### src/rtl/phy_port_pkg.sv
package phy_port_pkg;
    localparam int PHY_ADDR_W = 6;
    localparam int PHY_DATA_W = 8;
    localparam int PHY_DEPTH  = 1 << PHY_ADDR_W;
    localparam int HOST_W     = 32;

    localparam int ACK_POS   = 26;
    localparam int RD_POS    = 25;
    localparam int WR_POS    = 24;
    localparam int RDATA_LSB = 16;
    localparam int WDATA_LSB = 8;
    localparam int ADDR_LSB  = 0;

    typedef enum logic [1:0] {
        HS_IDLE,
        HS_REQ,
        HS_HOLD,
        HS_REL
    } hs_state_e;

    typedef struct packed {
        logic                  wr;
        logic                  rd;
        logic [PHY_DATA_W-1:0] wdata;
        logic [PHY_ADDR_W-1:0] addr;
    } host_ctl_t;

    typedef struct packed {
        logic                  valid;
        logic                  write;
        logic [PHY_ADDR_W-1:0] addr;
        logic [PHY_DATA_W-1:0] wdata;
    } phy_cmd_t;

    function automatic host_ctl_t unpack_ctl(input logic [HOST_W-1:0] w);
        host_ctl_t c;
        c.wr    = w[WR_POS];
        c.rd    = w[RD_POS];
        c.wdata = w[WDATA_LSB +: PHY_DATA_W];
        c.addr  = w[ADDR_LSB +: PHY_ADDR_W];
        return c;
    endfunction

    function automatic logic [HOST_W-1:0] pack_word(input host_ctl_t c,
                                                     input logic ack,
                                                     input logic [PHY_DATA_W-1:0] rdata);
        logic [HOST_W-1:0] w;
        w = '0;
        w[ACK_POS]                    = ack;
        w[RD_POS]                     = c.rd;
        w[WR_POS]                     = c.wr;
        w[RDATA_LSB +: PHY_DATA_W]    = rdata;
        w[WDATA_LSB +: PHY_DATA_W]    = c.wdata;
        w[ADDR_LSB +: PHY_ADDR_W]     = c.addr;
        return w;
    endfunction
endpackage

### src/rtl/phy_port_reg.sv
module phy_port_reg
    import phy_port_pkg::*;
(
    input  logic              clk,
    input  logic              rst,
    input  logic              wr_en,
    input  logic [HOST_W-1:0] wr_word,
    output host_ctl_t         ctl
);
    always_ff @(posedge clk) begin
        if (rst) begin
            ctl <= '0;
        end else if (wr_en) begin
            ctl <= unpack_ctl(wr_word);
        end
    end
endmodule

### src/rtl/phy_hs_fsm.sv
module phy_hs_fsm
    import phy_port_pkg::*;
(
    input  logic                  clk,
    input  logic                  rst,
    input  host_ctl_t             ctl,
    input  logic                  phy_ack,
    input  logic [PHY_DATA_W-1:0] phy_rdata,
    output phy_cmd_t              cmd,
    output logic                  ack_flag,
    output logic [PHY_DATA_W-1:0] rdata_q
);
    hs_state_e state;
    logic      req_any;

    assign req_any = ctl.wr | ctl.rd;

    always_ff @(posedge clk) begin
        if (rst) begin
            state    <= HS_IDLE;
            cmd      <= '0;
            ack_flag <= 1'b0;
            rdata_q  <= '0;
        end else begin
            case (state)
                HS_IDLE: begin
                    if (req_any) begin
                        cmd.valid <= 1'b1;
                        cmd.write <= ctl.wr;
                        cmd.addr  <= ctl.addr;
                        cmd.wdata <= ctl.wdata;
                        state     <= HS_REQ;
                    end
                end
                HS_REQ: begin
                    if (phy_ack) begin
                        ack_flag <= 1'b1;
                        if (!cmd.write) begin
                            rdata_q <= phy_rdata;
                        end
                        state <= HS_HOLD;
                    end
                end
                HS_HOLD: begin
                    if (!req_any) begin
                        cmd.valid <= 1'b0;
                        state     <= HS_REL;
                    end
                end
                HS_REL: begin
                    if (!phy_ack) begin
                        ack_flag <= 1'b0;
                        state    <= HS_IDLE;
                    end
                end
                default: state <= HS_IDLE;
            endcase
        end
    end
endmodule

### src/rtl/phy_reg_file.sv
module phy_reg_file
    import phy_port_pkg::*;
(
    input  logic                  clk,
    input  logic                  rst,
    input  phy_cmd_t              cmd,
    output logic                  ack,
    output logic [PHY_DATA_W-1:0] rdata
);
    logic [PHY_DATA_W-1:0] mem [PHY_DEPTH];

    always_ff @(posedge clk) begin
        if (rst) begin
            for (int i = 0; i < PHY_DEPTH; i++) begin
                mem[i] <= '0;
            end
            ack   <= 1'b0;
            rdata <= '0;
        end else if (cmd.valid && !ack) begin
            if (cmd.write) begin
                mem[cmd.addr] <= cmd.wdata;
            end
            rdata <= mem[cmd.addr];
            ack   <= 1'b1;
        end else if (!cmd.valid) begin
            ack <= 1'b0;
        end
    end
endmodule

### src/rtl/phy_port_bridge.sv
module phy_port_bridge
    import phy_port_pkg::*;
(
    input  logic              clk,
    input  logic              rst,
    input  logic              host_wr_en,
    input  logic [HOST_W-1:0] host_wr_data,
    output logic [HOST_W-1:0] host_rd_data
);
    host_ctl_t             ctl;
    phy_cmd_t              phy_cmd;
    logic                  phy_ack;
    logic                  phy_req;
    logic [PHY_DATA_W-1:0] phy_rdata;
    logic                  ack_flag;
    logic [PHY_DATA_W-1:0] rdata_q;

    assign phy_req = phy_cmd.valid;

    phy_port_reg u_reg (
        .clk     (clk),
        .rst     (rst),
        .wr_en   (host_wr_en),
        .wr_word (host_wr_data),
        .ctl     (ctl)
    );

    phy_hs_fsm u_fsm (
        .clk       (clk),
        .rst       (rst),
        .ctl       (ctl),
        .phy_ack   (phy_ack),
        .phy_rdata (phy_rdata),
        .cmd       (phy_cmd),
        .ack_flag  (ack_flag),
        .rdata_q   (rdata_q)
    );

    phy_reg_file u_file (
        .clk   (clk),
        .rst   (rst),
        .cmd   (phy_cmd),
        .ack   (phy_ack),
        .rdata (phy_rdata)
    );

    assign host_rd_data = pack_word(ctl, ack_flag, rdata_q);
endmodule

### config.mk
export PLATFORM = sky130hd
export DESIGN_NAME = phy_port_bridge
export DESIGN_NICKNAME = d
export VERILOG_FILES = /design/src/rtl/phy_port_pkg.sv /design/src/rtl/phy_port_reg.sv /design/src/rtl/phy_hs_fsm.sv /design/src/rtl/phy_reg_file.sv /design/src/rtl/phy_port_bridge.sv
export SDC_FILE = /design/constraint.sdc
export NUM_CORES = 1
export LEC_CHECK = 0
export ABC_AREA = 0
export BUFFER_PORTS_ARGS = -buffer_cell sky130_fd_sc_hd__buf_2
export CELL_PAD_IN_SITES_DETAIL_PLACEMENT = 1
export CELL_PAD_IN_SITES_GLOBAL_PLACEMENT = 2
export CORE_ASPECT_RATIO = 0.5
export CORE_MARGIN = 5
export CORE_UTILIZATION = 48
export CTS_CLUSTER_DIAMETER = 120
export CTS_CLUSTER_SIZE = 12
export DETAILED_ROUTE_END_ITERATION = 10
export PLACE_DENSITY = 0.92
export SYNTH_ARGS = -nofsm -noshare
export SYNTH_HDL_FRONTEND = slang
export SYNTH_SLANG_ARGS = --single-unit
### constraint.sdc
create_clock -name clk -period 4.2 [get_ports clk]
set_clock_uncertainty 0.1 [all_clocks]
set_input_delay 1.05 -clock clk [delete_from_list [all_inputs] [get_ports clk]]
set_output_delay 1.05 -clock clk [all_outputs]
set_load 0.02 [all_outputs]
==> results.md <==
- Unrepaired setup endpoints after global routing: false
- Final min period: 3360 ps
- Clock buffer count from CTS: 52
- Clock tree buffer depth: 3
- WP buf/inv: 2
- Clk_lat worst skew: 600 ps
- Flops & latches, synth: 564
- Worst Path Arrival: 3740 ps
- Max cap viols: 0
- Mapped Cells: 2019
- Fraction of registers with async set or reset after synthesis: 0%
- Worst-path cell chain: buf_12 -> buf_4 -> o21ai_0 -> a222oi_1 -> o221ai_1 -> o31a_1
- First-pass GRT wire length: 122000 um
- Total gr overflow: 0
- Crit end category: register
- GRT Util Overall: 27.6%
- Layout cells sized above 1: 17.1%
- Avg Synthesized Cell Area: 12.8 um2
- Area Growth Syn to Fin: 11.1%
- Placer Congestion: 0.883
- Post-Route Setup TNS: 0 ps
- P per Cell Area: 423 nW/um2
- Top cell type's share of synthesized area: 59.4%
- CP peak stage delay: 860 ps
- Detailed Route Iter0 Violations: 2377
- Vias: 17900
- Antenna violations before repair: 1
- Final worst slack: 841 ps
- Height of the die: 174 um
- Largest net degree at the start of global routing: 70
- Synth Cell Area: 25900 um2
- Status: completed
- WS Path Type: reg2reg
- Cell taking the most area after synthesis: edfxtp_1
- Initial Util: 48.4%
- DR vias/cell: 6.31
- Vias in the first global route: 18400
- Remaining DRCs: 0
- Cells taking the most area after synthesis: edfxtp_1 (59%), and2_1 (12%), dfxtp_1 (4.0%)
- Crit-path slowest cell: a222oi_1
- TritonRoute pass-1 iters: 6
- Share of the clock period used by the worst path: 80.0%
- Wire per inst: 29.5 um
- # fillers: 5380
- Clock Sinks: 564
- Non-Filler Instances: 2836
- Slew margin rel.: 14.5%
- CTS root buf: clkbuf_16
- Hold-fix buffers at CTS: 0
- Setup WS pre-CTS: 849 ps
- Final ANT Viol Nets: 0
- Final wirelength: 83600 um
- IO Count: 67
- EDFF count, synth: 512
- Sequential share of the synthesized area: 63.4%
- Worst Hold Class: reg2reg
- Cell with the most instances after synthesis: and2_1
- H-tree depth: 2
- Setup-failing EPs final: 0
- CP delay by family, top: compound AO/OA/AOI/OAI gates
- Power consumption: 12.2 mW
- Row cnt: 60
- Antenna cells: 0
- Max VDD drop: 0.348 mV
- Leakage power: 10.4 nW
- Die Area: 59000 um2
- Register area: 16500 um2
- Placed instance count: 2738
- Warnings, synthesis: 0
- Crit Path Max Fanout: 35
- Worst-Margin Slew: 1280 ps
- Multi-input gate area: 8740 um2
- Hold Fails Final Rpt: 0
- Worst Path Required: 4580 ps
- F_max: 0.298 GHz
- DP HPWL: 53600 um
- PostCTS Resize Cnt: 0
- CTS tree: built
- Setup Fix Bufs, Post-CTS: 0
- IO Port Bufs: 43
- Core Area: 53500 um2
- Worst-path clk slew: 70 ps
- Nets: 2119
- Critical Path Start Type: register
- Final slew viol count: 0
- Commonest register cell after synthesis: edfxtp_1
- Cell variety after synth: 58
- Die width: 338 um
- Commonest cells post-synth: and2_1 (515), edfxtp_1 (512), nor2_1 (131)
[flip-flops by register name, indices dropped and copies added (netlist names)]
name,flops
u_reg.ctl,16
u_file.rdata,8
u_fsm.state,2
u_fsm.cmd,16
u_fsm.ack_flag,1
u_fsm.rdata_q,8
u_file.ack,1
u_file.mem,512
[cell type report]
cell class                      instances  area share (%)
Sequential cell                       564            57.2
Multi-Input combinational cell       1291            30.4
Clock buffer                           96            5.17
Timing Repair Buffer                  164            4.04
Tap cell                              713            3.10
Inverter                                6          0.0783
Clock inverter                          2          0.0609
[worst paths after layout]
check | start | endpoint | slack [ps] | cells past startpoint
worst max-delay path | u_fsm.cmd[8]$_SDFFE_PP0P_ | u_file.rdata[5]$_SDFFE_PP0N_ | 840 | 6
worst min-delay path | u_reg.ctl[12]$_SDFFE_PP0P_ | u_fsm.cmd[6]$_SDFFE_PP0P_ | 350 | 2
worst max register to register | u_fsm.cmd[8]$_SDFFE_PP0P_ | u_file.rdata[5]$_SDFFE_PP0N_ | 840 | 6
worst min register to register | u_reg.ctl[12]$_SDFFE_PP0P_ | u_fsm.cmd[6]$_SDFFE_PP0P_ | 350 | 2
[metal layers]
metal  track usage, %  wire length [um]  up-vias  part of all wire (%)
li1                 -                 -     7450                     -
met1             36.6             32700     9215                    39
met2             43.6             37900     1041                    45
met3             8.67             10000      189                    12
met4             8.71              2860        2                   3.4
met5             1.28               107        -                  0.13
[cell usage in the layout (no fill, tap or decap), types with 53 or more instances in the layout]
cell       instances
nor2_1           129
a21oi_1           61
mux2i_1           86
nand2_1           66
and2_1           515
clkbuf_16         53
or2_2             68
buf_4            119
a221oi_1          60
edfxtp_1         512
[metrics by stage]
stage / hold slack, ps / utilization (%) / area [um2]
final: 349 / 53.8 / 28800
after global routing: 365 / 53.8 / 28800
after CTS: 363 / 53.8 / 28800
after detailed placement: 358 / 51.0 / 27300
after global placement: 349 / 51.0 / 27300
after floorplan: 340 / - / 25900
[where the power goes]
group / total (mW) / internal [mW] / switching [mW]
Combinational: 1.10 / 0.365 / 0.731
Sequential: 6.59 / 6.32 / 0.274
Clock: 4.49 / 2.37 / 2.12
Total: 12.2 / 9.06 / 3.12
[cell families (layout without fill, tap and decap cells)]
family                   after synthesis  after routing  synth area share (%)
AND/OR/NAND/NOR                      827            827                  18.1
other                                  1              7                0.0145
buffers and inverters                170            268                  3.00
flip-flops                           564            564                  63.4
AO/OA/AOI/OAI                        313            313                  8.86
adder cells (fa/ha/maj)                5              5                 0.242
multiplexers                         139            139                  6.41
[tightest hold or removal path: cells and delay by family (launching register included)]
| kind | cells | cell delay [ps] |
|---|---|---|
| flops | 1 | 320 |
| simple gates | 1 | 60 |
| compound gates | 1 | 50 |
Note: power is estimated with default switching activity, not from simulation.
